--- src/rtl/sbk_pkg.sv ---
package sbk_pkg;
  localparam int CSR_W  = 32;
  localparam int BANK_W = 8;

  typedef enum logic [1:0] {
    SBK_SINGLE    = 2'd0,
    SBK_NESTED    = 2'd1,
    SBK_NESTED_M1 = 2'd2
  } sbk_mode_e;

  typedef struct packed {
    logic              en;
    logic [14:0]       rsvd;
    logic [BANK_W-1:0] prev;
    logic [BANK_W-1:0] act;
  } sbk_csr_t;
endpackage

--- src/rtl/sbk_stack.sv ---
module sbk_stack #(
  parameter int DEPTH = 4,
  parameter int W     = 8
) (
  input  logic         clk,
  input  logic         rst,
  input  logic         push,
  input  logic         pop,
  input  logic [W-1:0] push_data,
  output logic [W-1:0] top,
  output logic         empty,
  output logic         full
);
  localparam int AW = (DEPTH > 1) ? $clog2(DEPTH) : 1;
  localparam int CW = $clog2(DEPTH + 1);

  logic [W-1:0]  mem [DEPTH];
  logic [AW-1:0] wr_ptr;
  logic [AW-1:0] top_ptr;
  logic [CW-1:0] cnt;

  assign top_ptr = wr_ptr - 1'b1;
  assign top     = mem[top_ptr];
  assign empty   = (cnt == '0);
  assign full    = (cnt == CW'(DEPTH));

  always_ff @(posedge clk) begin
    if (push) mem[wr_ptr] <= push_data;
  end

  always_ff @(posedge clk) begin
    if (rst) begin
      cnt    <= '0;
      wr_ptr <= '0;
    end else if (push) begin
      cnt    <= cnt + 1'b1;
      wr_ptr <= wr_ptr + 1'b1;
    end else if (pop) begin
      cnt    <= cnt - 1'b1;
      wr_ptr <= wr_ptr - 1'b1;
    end
  end

  p_no_push_full_r8: assert property (@(posedge clk) disable iff (rst)
    push |-> !full);
  p_no_pop_empty_r9: assert property (@(posedge clk) disable iff (rst)
    pop |-> !empty);
  p_single_op_r10: assert property (@(posedge clk) disable iff (rst)
    !(push && pop));
endmodule

--- src/rtl/sbk_event.sv ---
module sbk_event
  import sbk_pkg::*;
#(
  parameter sbk_mode_e MODE = SBK_NESTED
) (
  input  logic              en,
  input  logic              irq_enter,
  input  logic              irq_exit,
  input  logic [BANK_W-1:0] level,
  input  logic              stk_empty,
  input  logic              stk_full,
  output logic              do_push,
  output logic              do_pop,
  output logic              ovf_set,
  output logic [BANK_W-1:0] new_act
);
  logic unused_lvl;
  assign unused_lvl = ^level;

  assign do_push = en & irq_enter & ~stk_full;
  assign ovf_set = en & irq_enter &  stk_full;
  assign do_pop  = en & irq_exit  & ~irq_enter & ~stk_empty;

  generate
    if (MODE == SBK_SINGLE) begin : g_single
      assign new_act = BANK_W'(1);
    end else if (MODE == SBK_NESTED_M1) begin : g_m1
      assign new_act = stk_empty ? '0 : level;
    end else begin : g_nested
      assign new_act = level;
    end
  endgenerate
endmodule

--- src/rtl/shadow_bank_ctrl.sv ---
module shadow_bank_ctrl
  import sbk_pkg::*;
#(
  parameter sbk_mode_e MODE        = SBK_NESTED,
  parameter int        STACK_DEPTH = 4
) (
  input  logic              clk,
  input  logic              rst,
  input  logic              irq_enter,
  input  logic              irq_exit,
  input  logic [BANK_W-1:0] irq_level,
  input  logic              csr_wr_en,
  input  logic [CSR_W-1:0]  csr_wr_data,
  output logic [CSR_W-1:0]  csr_rd_data,
  output logic [BANK_W-1:0] active_bank,
  output logic [BANK_W-1:0] prev_bank,
  output logic              overflow_err
);
  sbk_csr_t          wr_view;
  sbk_csr_t          rd_view;
  logic              en_q;
  logic              ovf_q;
  logic [BANK_W-1:0] act_q;
  logic [BANK_W-1:0] prev_q;
  logic              do_push;
  logic              do_pop;
  logic              ovf_set;
  logic [BANK_W-1:0] new_act;
  logic [BANK_W-1:0] stk_top;
  logic              stk_empty;
  logic              stk_full;
  logic              unused_rsvd;

  assign wr_view     = sbk_csr_t'(csr_wr_data);
  assign unused_rsvd = ^wr_view.rsvd;

  sbk_event #(.MODE(MODE)) u_event (
    .en        (en_q),
    .irq_enter (irq_enter),
    .irq_exit  (irq_exit),
    .level     (irq_level),
    .stk_empty (stk_empty),
    .stk_full  (stk_full),
    .do_push   (do_push),
    .do_pop    (do_pop),
    .ovf_set   (ovf_set),
    .new_act   (new_act)
  );

  sbk_stack #(.DEPTH(STACK_DEPTH), .W(BANK_W)) u_stack (
    .clk       (clk),
    .rst       (rst),
    .push      (do_push),
    .pop       (do_pop),
    .push_data (prev_q),
    .top       (stk_top),
    .empty     (stk_empty),
    .full      (stk_full)
  );

  always_ff @(posedge clk) begin
    if (rst) begin
      en_q   <= 1'b0;
      ovf_q  <= 1'b0;
      act_q  <= '0;
      prev_q <= '0;
    end else begin
      if (csr_wr_en) en_q <= wr_view.en;
      if (ovf_set) ovf_q <= 1'b1;
      if (do_push) begin
        prev_q <= act_q;
        act_q  <= new_act;
      end else if (do_pop) begin
        act_q  <= prev_q;
        prev_q <= stk_top;
      end else if (csr_wr_en) begin
        prev_q <= wr_view.prev;
        act_q  <= wr_view.act;
      end
    end
  end

  always_comb begin
    rd_view      = '0;
    rd_view.en   = en_q;
    rd_view.prev = prev_q;
    rd_view.act  = act_q;
  end

  assign csr_rd_data  = rd_view;
  assign active_bank  = act_q;
  assign prev_bank    = prev_q;
  assign overflow_err = ovf_q;

  p_off_no_move_r3: assert property (@(posedge clk) disable iff (rst)
    (!csr_rd_data[31] && !csr_wr_en && (irq_enter || irq_exit))
      |=> $stable({prev_bank, active_bank}));
  p_exit_restore_r6: assert property (@(posedge clk) disable iff (rst)
    (csr_rd_data[31] && irq_exit && !irq_enter && !stk_empty)
      |=> active_bank == $past(prev_bank));
  p_ovf_sticky_r8: assert property (@(posedge clk) disable iff (rst)
    overflow_err |=> overflow_err);
  p_ovf_hold_r8: assert property (@(posedge clk) disable iff (rst)
    (csr_rd_data[31] && irq_enter && stk_full && !csr_wr_en)
      |=> $stable({prev_bank, active_bank}));
  p_entry_wins_r10: assert property (@(posedge clk) disable iff (rst)
    (csr_rd_data[31] && irq_enter && irq_exit && !stk_full)
      |=> prev_bank == $past(active_bank));
  p_exit_idle_r9: assert property (@(posedge clk) disable iff (rst)
    (stk_empty && irq_exit && !irq_enter && !csr_wr_en)
      |=> $stable({prev_bank, active_bank}));
endmodule

--- config.mk ---
export PLATFORM = sky130hd
export DESIGN_NAME = shadow_bank_ctrl
export DESIGN_NICKNAME = d
export VERILOG_FILES = /design/src/rtl/sbk_pkg.sv /design/src/rtl/sbk_stack.sv /design/src/rtl/sbk_event.sv /design/src/rtl/shadow_bank_ctrl.sv
export SDC_FILE = /design/constraint.sdc
export NUM_CORES = 1
export LEC_CHECK = 0
export BUFFER_PORTS_ARGS = -buffer_cell sky130_fd_sc_hd__buf_2
export CORE_UTILIZATION = 35
export CTS_BUF_LIST = sky130_fd_sc_hd__clkbuf_4 sky130_fd_sc_hd__clkbuf_8
export DETAILED_ROUTE_END_ITERATION = 12
export SLEW_MARGIN = 15
export SYNTH_ARGS = -nofsm -noshare
export SYNTH_HDL_FRONTEND = slang
export SYNTH_SLANG_ARGS = --single-unit
--- constraint.sdc ---
create_clock -name clk -period 6.2 [get_ports clk]
set_input_delay 1.86 -clock clk [delete_from_list [all_inputs] [get_ports clk]]
set_output_delay 1.86 -clock clk [all_outputs]
set_load 0.02 [all_outputs]
==> results of run 1 <==
[state kept, by name, summed over array words and instances (netlist names)]
signal,count
u_stack.mem,32
prev_bank,8
u_stack.cnt,3
overflow_err,1
en_q,1
active_bank,8
u_stack.wr_ptr,2
[placed cells by master, fill, tap and decap left out, types with 2 or more instances in the layout]
| cell | instances |
|---|---|
| nor2_4 | 2 |
| mux2_2 | 7 |
| clkbuf_8 | 5 |
| ha_1 | 5 |
| dfxtp_1 | 23 |
| conb_1 | 15 |
| buf_2 | 63 |
| nand3_1 | 4 |
| nor3_1 | 2 |
| a211oi_2 | 5 |
| inv_1 | 3 |
| o21ai_2 | 3 |
| a21oi_1 | 6 |
| nor2_1 | 20 |
| edfxtp_1 | 32 |
| a22oi_1 | 16 |
| mux4_2 | 5 |
| a311oi_2 | 2 |
| o21ai_1 | 13 |
| a211oi_1 | 8 |
| nand2_1 | 2 |
| and2_1 | 4 |
| clkbuf_4 | 2 |
[kinds of logic after synthesis]
| kind of cell | synth area share (%) |
|---|---|
| XOR/XNOR | 0.647 |
| other | 0.138 |
| flip-flops | 52.5 |
| multiplexers | 7.44 |
| adder cells (fa/ha/maj) | 2.31 |
| AND/OR/NAND/NOR | 7.95 |
| buffers and inverters | 12.0 |
| AO/OA/AOI/OAI | 17.0 |
[cell type report]
type | instances | share of cell area (%)
Sequential cell | 55 | 47.3
Clock buffer | 7 | 2.79
Clock inverter | 1 | 1.00
Multi-Input combinational cell | 132 | 33.7
Inverter | 4 | 0.500
Timing Repair Buffer | 63 | 10.5
Tap cell | 99 | 4.13
[metrics by stage]
step | utilization, % | setup WS, ns | hold WS (ns)
final | 40.7 | 2.97 | 0.457
after global routing | 40.7 | 2.85 | 0.483
after CTS | 40.7 | 2.92 | 0.462
after detailed placement | 39.2 | 2.60 | 0.449
after global placement | 39.2 | 2.62 | 0.439
after floorplan | - | 3.04 | 0.486
[power groups by stage]
| stage | combinational [uW] | sequential, uW | clock (uW) |
|---|---|---|---|
| final | 111 | 419 | 243 |
| after global routing | 120 | 423 | 264 |
| after CTS | 112 | 420 | 248 |
| after global placement | 110 | 428 | 0 |
| after detailed placement | 111 | 429 | 0 |
| after floorplan | 87.4 | 432 | 0 |
[layer usage]
| layer | up-vias | share of wire, % | track usage, % |
|---|---|---|---|
| met2 | 44 | 51 | 26.2 |
| met4 | 0 | 1.2 | 3.76 |
| met5 | - | 0 | 0 |
| met3 | 7 | 3.9 | 2.96 |
| met1 | 871 | 44 | 19.1 |
| li1 | 855 | - | - |
[worst paths after layout]
| kind | start | endpoint |
|---|---|---|
| hold reg to reg | overflow_err | overflow_err |
| setup reg to reg | u_stack.wr_ptr[0] | prev_bank[6] |
| setup / recovery | irq_enter | u_stack.mem[2][7] |
| hold / removal | overflow_err | overflow_err |
[tightest hold or removal path, stage by stage (launching register included)]
cell and delay (ns):
dfxtp_1 0.32, inv_1 0.05, a21oi_1 0.05
==> reports/metrics.cfg, run 1 <==
[run_status]
status=finished clean

[synthesis]
synth_cell_types=40
syn_area_um2=2710
synthArstFlopShare_pct=0
yosys-top-cells-area=edfxtp_1 (35%), dfxtp_1 (17%), buf_4 (9.1%)
ys_warn_count=0
synth_top_cells_by_count=buf_4 (33), edfxtp_1 (32), dfxtp_1 (23)
synth_enable_flop_cells=32
syn_inst=219
ys_seq_area_share_pct=52.5
synth_top_area_share_pct=35.5
yosysMostFrequentCell=buf_4
synth_top_cell_by_area=edfxtp_1
ys.flop_type=edfxtp_1
synth_seq_cells=55
synth.avg_cell_area_um2=12.4

[timing]
min_period_over_period_pct=52.2
drv_slew=0
worst_pin_slew_ns=0.714
rsz0062_at_grt=false
max_freq_ghz=0.309
setup_viol=0
fin_crit_ns=3.23
relSlewSlack_pct=52.3
tns_ns=0
skew_ns=0.00892
hold_viol_final=0

[routing]
drc=0
dr.pass1.iters=4
wl_per_cell_um=16.3
vias_per_cell=4.92
drtAntennaViolNets=0
drt_wl_total_um=5890
drt-initial-drc-count=78
num_vias=1777

[cts]
cts-hold-fix-buffers=0
htree_levels=2
insertion_delay_ns=0.31
cts_repair_resize_count=0
clockBufferDepth=2
path_clk_slew_ns=0.10
cts_tree=yes
cts_setup_buffers=0
numCtsBuffers=5
root_buffer=clkbuf_8
cts_sinks=55

[cells_and_area]
multiInputGateArea_um2=1010
antenna_cells=0
syn2layout_area_growth_pct=10.9
finalInstanceArea_um2=3000
fill_cells=724
regArea_um2=1420
layoutNonFillerInstCount=361
layout.nets=311
drive_gt1_share_pct=38.2

[worst_setup_path]
crit_chain=buf_2, nand2_1, nor2_4, and2_1
cp.required_ns=6.15
path_class=primary input to flip-flop
worstRegToRegCells=5
crit_fanout=24
cpLargestDelayFamily=simple AND/OR/NAND/NOR gates
startpoint_type=primary input
r2r_slack_ns=3.48
cp.arrival_ns=3.19
crit_slowest_cell=nor2_4
cp.depth=4
worst_setup_path_end_kind=flip-flop
worst-path-buf-inv=1
slowest_delay_ns=0.53

[grt]
grt_max_degree=25
antenna_found_initial=0
grt_pass1_wl_um=9520
grt_pass1_vias=1756
grt_overflow=0
track_usage_pct=15.0

[floorplanning]
die_x_um=90.0
ios=94
chipHeight_um=90.0
initial_core_util_pct=36.7
dieArea_um2=8090
core_area_um2=7370
placementRows=31

[placement]
gp_congestion=0.709
post_dp_cell_area_um2=2890
dp_hpwl_um=3810
io_buffers=63
post-place-cells=353

[hold_path]
hold_class=flip-flop to flip-flop
hold-path-cell-count=2

[pwr]
power.density_nw_per_um2=258
p_total_uw=774
power_frac_comb_pct=14.3
max-vdd-ir-drop_mv=0.102
leakagePower_uw=0.00114
pwr-share-clk_pct=31.5
internal_power_uw=571
pwr-share-seq_pct=54.2
switching_share_pct=26.2
switchingPower_uw=203

[job]
maxCapViolCount=0

Note: power is estimated with default switching activity, not from simulation.
==> run 2: changes to the inputs <==
--- a/config.mk
+++ b/config.mk
@@ -5,6 +5,7 @@
 export SDC_FILE = /design/constraint.sdc
 export NUM_CORES = 1
 export LEC_CHECK = 0
+export ABC_AREA = 1
 export BUFFER_PORTS_ARGS = -buffer_cell sky130_fd_sc_hd__buf_2
 export CORE_UTILIZATION = 35
 export CTS_BUF_LIST = sky130_fd_sc_hd__clkbuf_4 sky130_fd_sc_hd__clkbuf_8
==> constraint.sdc (replaced) <==
create_clock -name clk -period 3.14 [get_ports clk]
set_input_delay 0.942 -clock clk [delete_from_list [all_inputs] [get_ports clk]]
set_output_delay 0.942 -clock clk [all_outputs]
set_load 0.02 [all_outputs]
==> reports/metrics.cfg, run 2 <==
[timing]
fin_hold_ws_ns=0.474  ; was 0.457 ns
max_freq_ghz=0.448
skew_ns=0.00644  ; was 0.00892 ns
fin_ws_ns=0.909  ; was 2.97 ns
min_period_over_period_pct=71.0
fin_crit_ns=2.23
rsz0062_at_grt=false  ; unchanged
setup_viol=0  ; unchanged
worst_pin_slew_ns=0.658  ; was 0.714 ns
relSlewSlack_pct=56.1  ; was 52.3%
tns_ns=0  ; unchanged
drv_slew=0  ; unchanged
hold_viol_final=0  ; unchanged

[placement]
pre_cts_ws_ns=0.866  ; was 2.60 ns
post_dp_cell_area_um2=3330  ; was 2890 um^2
io_buffers=63  ; unchanged
gp_congestion=0.747  ; was 0.709
dp_hpwl_um=4580  ; was 3810 um

[pwr]
max-vdd-ir-drop_mv=0.205  ; was 0.102 mV
switching_share_pct=31.7  ; was 26.2%
internal_power_uw=1060  ; was 571 uW
pwr-share-seq_pct=53.3  ; was 54.2%
pwr-share-clk_pct=26.8  ; was 31.5%
switchingPower_uw=494  ; was 203 uW
power_frac_comb_pct=19.9  ; was 14.3%
power.density_nw_per_um2=455  ; was 258 nW/um^2
leakagePower_uw=0.00174  ; was 0.00114 uW

[synthesis]
syn_inst=407  ; was 219
syn_area_um2=3140  ; was 2710 um^2
synth_top_cell_by_area=edfxtp_1  ; unchanged
synth_enable_flop_cells=32  ; unchanged
ys_seq_area_share_pct=45.3  ; was 52.5%
synth_seq_cells=55  ; unchanged
synthArstFlopShare_pct=0  ; unchanged
synth.avg_cell_area_um2=7.70  ; was 12.4 um^2
ys.flop_type=edfxtp_1  ; unchanged
synth_cell_types=25  ; was 40
yosysMostFrequentCell=nand2_1  ; was buf_4
synth_top_cells_by_count=nand2_1 (94), inv_1 (58), nor2_1 (53)  ; was buf_4 (33), edfxtp_1 (32), dfxtp_1 (23)
ys_warn_count=0  ; unchanged
yosys-top-cells-area=edfxtp_1 (31%), dfxtp_1 (15%), nand2_1 (11%)  ; was edfxtp_1 (35%), dfxtp_1 (17%), buf_4 (9.1%)
synth_top_area_share_pct=30.6  ; was 35.5%

[job]
maxCapViolCount=0  ; unchanged

[worst_setup_path]
crit_fanout=21  ; was 24
path_class=flip-flop to flip-flop  ; was primary input to flip-flop
worst_setup_path_end_kind=flip-flop  ; unchanged
crit_slowest_cell=ha_1  ; was nor2_4
crit_chain=buf_4, inv_2, ha_1, clkinv_1, nand3_1, nand2_1, nand2_1, nand2_1, nor2_1, nor2_1  ; was buf_2, nand2_1, nor2_4, and2_1
critical_path.most_common_cell=nand2_1
startpoint_type=flip-flop  ; was primary input
worst-path-buf-inv=3  ; was 1
cp.required_ns=3.35  ; was 6.15 ns
cpLargestDelayFamily=buffers and inverters  ; was simple AND/OR/NAND/NOR gates
slowest_delay_ns=0.52  ; was 0.53 ns
cp.arrival_ns=2.44  ; was 3.19 ns

[cells_and_area]
drive_gt1_share_pct=20.0  ; was 38.2%
finalInstanceArea_um2=3430  ; was 3000 um^2
largest_reg_flops=32  ; unchanged
layout_common_cells=nand2_1 (94), buf_2 (63), inv_1 (58)  ; was buf_2 (63), edfxtp_1 (32), dfxtp_1 (23)
top_register=u_stack.mem  ; unchanged
layout_commonest_cell=nand2_1  ; was buf_2
antenna_cells=0  ; unchanged
syn2layout_area_growth_pct=9.26  ; was 10.9%
layout.nets=499  ; was 311

[routing]
drt_wl_total_um=6450  ; was 5890 um
drc=0  ; unchanged
dr.pass1.iters=5  ; was 4
vias_per_cell=4.43  ; was 4.92
drtAntennaViolNets=0  ; unchanged
wl_met1_um=3140  ; was 2610 um
highest_layer=met4  ; unchanged
drt-initial-drc-count=75  ; was 78
num_vias=2474  ; was 1777
dr_wl_met2_um=2990  ; was 2980 um
wl_per_cell_um=11.6  ; was 16.3 um
route.met3.wl_um=260  ; was 227 um

[cts]
clockBufferDepth=2  ; unchanged
htree_levels=2  ; unchanged
numCtsBuffers=5  ; unchanged
root_buffer=clkbuf_8  ; unchanged
cts_setup_buffers=0  ; unchanged
insertion_delay_ns=0.31  ; about the same
path_clk_slew_ns=0.11  ; was 0.10 ns
cts_sinks=55  ; unchanged
cts_repair_resize_count=0  ; unchanged
cts-hold-fix-buffers=0  ; unchanged
cts_tree=yes  ; unchanged

[hold_path]
hold_class=flip-flop to flip-flop  ; unchanged

[grt]
track_usage_pct=14.1  ; was 15.0%
antenna_found_initial=0  ; unchanged
grt_overflow=0  ; unchanged
grt_max_degree=38  ; was 25
grt_pass1_vias=2240  ; was 1756
grt_pass1_wl_um=10800  ; was 9520 um

[floorplanning]
die_x_um=96.7  ; was 90.0 um
initial_core_util_pct=36.1  ; was 36.7%
chipHeight_um=96.7  ; was 90.0 um
core_area_um2=8680  ; was 7370 um^2
placementRows=34  ; was 31
ios=94  ; unchanged
dieArea_um2=9340  ; was 8090 um^2

[run_status]
status=finished clean  ; unchanged

## run 2: logic make-up (layout without fill, tap and decap cells)
| kind of cell | count (synthesis) | count (layout) | synth area share [%] |
|---|---|---|---|
| other | 1 | 15 | 0.120 |
| adder cells (fa/ha/maj) | 5 | 5 | 2.00 |
| buffers and inverters | 113 | 142 | 19.3 |
| AO/OA/AOI/OAI | 16 | 16 | 2.63 |
| flip-flops | 55 | 55 | 45.3 |
| AND/OR/NAND/NOR | 217 | 217 | 30.6 |
## run 2: layout make-up
type	instances	area (um^2)
Fill cell	916	5250
Sequential cell	55	1420
Multi-Input combinational cell	253	1160
Timing Repair Buffer	71	375
Inverter	63	236
Tap cell	108	135
Clock buffer	5	68.8
Clock inverter	3	27.5
## run 2: path summary, 6_finish.rpt
check / depth (start not counted) / end / slack (ns) / from
worst max-delay path: 10 / prev_bank[5] / 0.91 / u_stack.wr_ptr[0]
worst min-delay path: 1 / overflow_err / 0.47 / overflow_err
worst max register to register: 10 / prev_bank[5] / 0.91 / u_stack.wr_ptr[0]
worst min register to register: 1 / overflow_err / 0.47 / overflow_err
## run 2: layer usage
| metal | vias to the layer above | track usage [%] |
|---|---|---|
| met5 | - | 0 |
| met4 | 0 | 3.67 |
| met3 | 8 | 1.95 |
| met2 | 77 | 23.6 |
| met1 | 1073 | 19.1 |
| li1 | 1316 | - |
## run 2: power groups by stage
stage	sequential (uW)	combinational (uW)	clock, uW
after floorplan	862	243	0
after global placement	847	309	0
after detailed placement	848	311	0
after CTS	832	313	428
after global routing	836	347	450
final	830	310	417
## run 2: worst register-to-register path, stage by stage, from the launching register on
cell,delay (ns)
dfxtp_1,0.33
buf_4,0.24
inv_2,0.19
ha_1,0.53
clkinv_1,0.35
nand3_1,0.18
nand2_1,0.08
nand2_1,0.06
nand2_1,0.05
nor2_1,0.08
nor2_1,0.04
## run 2: per-stage QoR
| stage | util [%] | cells | power, uW |
|---|---|---|---|
| floorplan | - | 421 | 1100 |
| global placement | 38.4 | 550 | 1160 |
| detailed placement | 38.4 | 550 | 1160 |
| CTS | 39.5 | 558 | 1570 |
| global route | 39.5 | 558 | 1630 |
| finish | 39.5 | 558 | 1560 |
==> run 3: changes to the inputs <==
--- a/config.mk
+++ b/config.mk
@@ -5,7 +5,7 @@
 export SDC_FILE = /design/constraint.sdc
 export NUM_CORES = 1
 export LEC_CHECK = 0
-export ABC_AREA = 1
+export ABC_AREA = 0
 export BUFFER_PORTS_ARGS = -buffer_cell sky130_fd_sc_hd__buf_2
 export CORE_UTILIZATION = 35
 export CTS_BUF_LIST = sky130_fd_sc_hd__clkbuf_4 sky130_fd_sc_hd__clkbuf_8
==> constraint.sdc (replaced) <==
create_clock -name clk -period 1.8 [get_ports clk]
set_input_delay 0.54 -clock clk [delete_from_list [all_inputs] [get_ports clk]]
set_output_delay 0.54 -clock clk [all_outputs]
set_load 0.02 [all_outputs]
==> reports/metrics.cfg, run 3 (same netlist as run 1, synthesis figures left out) <==
[routing]
drt_wl_total_um=6020  ; was 6450 um
drc=0  ; unchanged
dr.pass1.iters=4  ; was 5
drtAntennaViolNets=0  ; unchanged
vias_per_cell=4.90  ; was 4.43
wl_per_cell_um=15.6  ; was 11.6 um
drt-initial-drc-count=115  ; was 75
num_vias=1895  ; was 2474

[cells_and_area]
layout_commonest_cell=buf_2  ; was nand2_1
syn2layout_area_growth_pct=20.1  ; was 9.26%
layout.nets=337  ; was 499
antenna_cells=0  ; unchanged
drive_gt1_share_pct=46.2  ; was 20.0%
largest_reg_flops=32  ; unchanged
layout_common_cells=buf_2 (63), edfxtp_1 (32), buf_4 (22)  ; was nand2_1 (94), buf_2 (63), inv_1 (58)
finalInstanceArea_um2=3250  ; was 3430 um^2
layoutNonFillerInstCount=387  ; was 558
top_register=u_stack.mem  ; unchanged

[placement]
dp_hpwl_um=4270  ; was 4580 um
io_buffers=63  ; unchanged
post-place-cells=379  ; was 550
pre_cts_ws_ns=-0.115  ; was 0.866 ns
post_dp_cell_area_um2=3140  ; was 3330 um^2
gp_congestion=0.685  ; was 0.747

[floorplanning]
core_area_um2=7370  ; was 8680 um^2
die_x_um=90.0  ; was 96.7 um
ios=94  ; unchanged
dieArea_um2=8090  ; was 9340 um^2
placementRows=31  ; was 34
initial_core_util_pct=36.7  ; was 36.1%
chipHeight_um=90.0  ; was 96.7 um

[cts]
cts-hold-fix-buffers=0  ; unchanged
numCtsBuffers=5  ; unchanged
path_clk_slew_ns=0.11  ; about the same
cts_sinks=55  ; unchanged
insertion_delay_ns=0.31  ; about the same
htree_levels=2  ; unchanged
cts_tree=yes  ; unchanged
clockBufferDepth=2  ; unchanged
root_buffer=clkbuf_8  ; unchanged

[timing]
fin_ws_ns=0.116  ; was 0.909 ns
fin_crit_ns=1.68  ; was 2.23 ns
max_freq_ghz=0.594  ; was 0.448 GHz
skew_ns=0.0117  ; was 0.00644 ns
rsz0062_at_grt=false  ; unchanged
fin_hold_ws_ns=0.455  ; was 0.474 ns
drv_slew=0  ; unchanged
min_period_over_period_pct=93.5  ; was 71.0%
setup_viol=0  ; unchanged
hold_viol_final=0  ; unchanged

[pwr]
max-vdd-ir-drop_mv=0.331  ; was 0.205 mV
p_total_uw=2610  ; was 1560 uW
power.density_nw_per_um2=802  ; was 455 nW/um^2
leakagePower_uw=0.00128  ; was 0.00174 uW

[hold_path]
hold_class=flip-flop to flip-flop  ; unchanged
hp-start=overflow_err  ; unchanged
hold-path-cell-count=2  ; was 1

[grt]
grt_pass1_wl_um=9400  ; was 10800 um
grt_max_degree=21  ; was 38
antenna_found_initial=0  ; unchanged
grt_pass1_vias=1822  ; was 2240
grt_overflow=0  ; unchanged
track_usage_pct=14.9  ; was 14.1%

[job]
maxCapViolCount=0  ; unchanged

[worst_setup_path]
crit_chain=nor3b_4, nor3_1, a21oi_1, ha_1, nor4_1, a21oi_1, mux2_2  ; was buf_4, inv_2, ha_1, clkinv_1, nand3_1, nand2_1, nand2_1, nand2_1, nor2_1, nor2_1
crit_fanout=4  ; was 21
worstRegToRegCells=7  ; was 10
cp.required_ns=2.00  ; was 3.35 ns
path_class=flip-flop to flip-flop  ; unchanged
r2r_slack_ns=0.12  ; was 0.91 ns
reg2reg_from=u_stack.cnt[0]  ; was u_stack.wr_ptr[0]
setup.worst_path.start=u_stack.cnt[0]  ; was u_stack.wr_ptr[0]
critical_path.most_common_cell=a21oi_1  ; was nand2_1
slowest_delay_ns=0.38  ; was 0.52 ns
startpoint_type=flip-flop  ; unchanged
cp.arrival_ns=1.88  ; was 2.44 ns
worst_setup_path_end_kind=flip-flop  ; unchanged
crit_slowest_cell=dfxtp_2  ; was ha_1

[run_status]
status=finished clean  ; unchanged

[run 3: worst paths after layout]
path / end
worst max-delay path: u_stack.cnt[2]
worst min-delay path: overflow_err
worst max register to register: u_stack.cnt[2]
worst min register to register: overflow_err
[run 3: cell type report]
cell class | count | area (um^2)
well taps | 99 | 124
inverters | 4 | 15.0
clock inverters | 3 | 33.8
flip-flops and latches | 55 | 1430
multi-input cells | 132 | 1020
clock buffers | 5 | 68.8
repair buffers | 89 | 561
fillers | 717 | 4120
[run 3: where the power goes]
group,internal [uW],leakage (uW),total [uW],switching (uW)
registers,1380,0.000484,1430,54.9
logic,172,0.000745,434,262
clock network,294,0.0000515,739,445
[run 3: critical path: cells and delay by family, from the launching register on]
family                   cells  cell delay (ns)
flip-flops                   1             0.38
multiplexers                 1             0.36
AND/OR/NAND/NOR              3             0.33
AO/OA/AOI/OAI                2             0.30
adder cells (fa/ha/maj)      1             0.19
[run 3: timing repair]
| item | in CTS | in global routing |
|---|---|---|
| cloned | 0 | 0 |
| buffers inserted | 0 | 0 |
| resized for setup | 1 | 3 |
| endpoints found under the setup margin | 1 | 1 |
| endpoints found under the hold margin | 0 | 0 |
[run 3: metrics by stage]
stage	utilization, %	TNS (ns)
after global routing	44.1	0
after detailed placement	42.6	-0.115
final	44.1	0
after CTS	44.1	0
after floorplan	-	0
after global placement	42.6	-0.0426
[run 3: layer usage]
| metal | share of wire, % | global-route usage, % | up-vias |
|---|---|---|---|
| met3 | 4.5 | 3.38 | 8 |
| li1 | - | - | 907 |
| met5 | 0 | 0 | - |
| met2 | 48 | 24.7 | 56 |
| met4 | 1.1 | 3.49 | 0 |
| met1 | 47 | 19.9 | 924 |
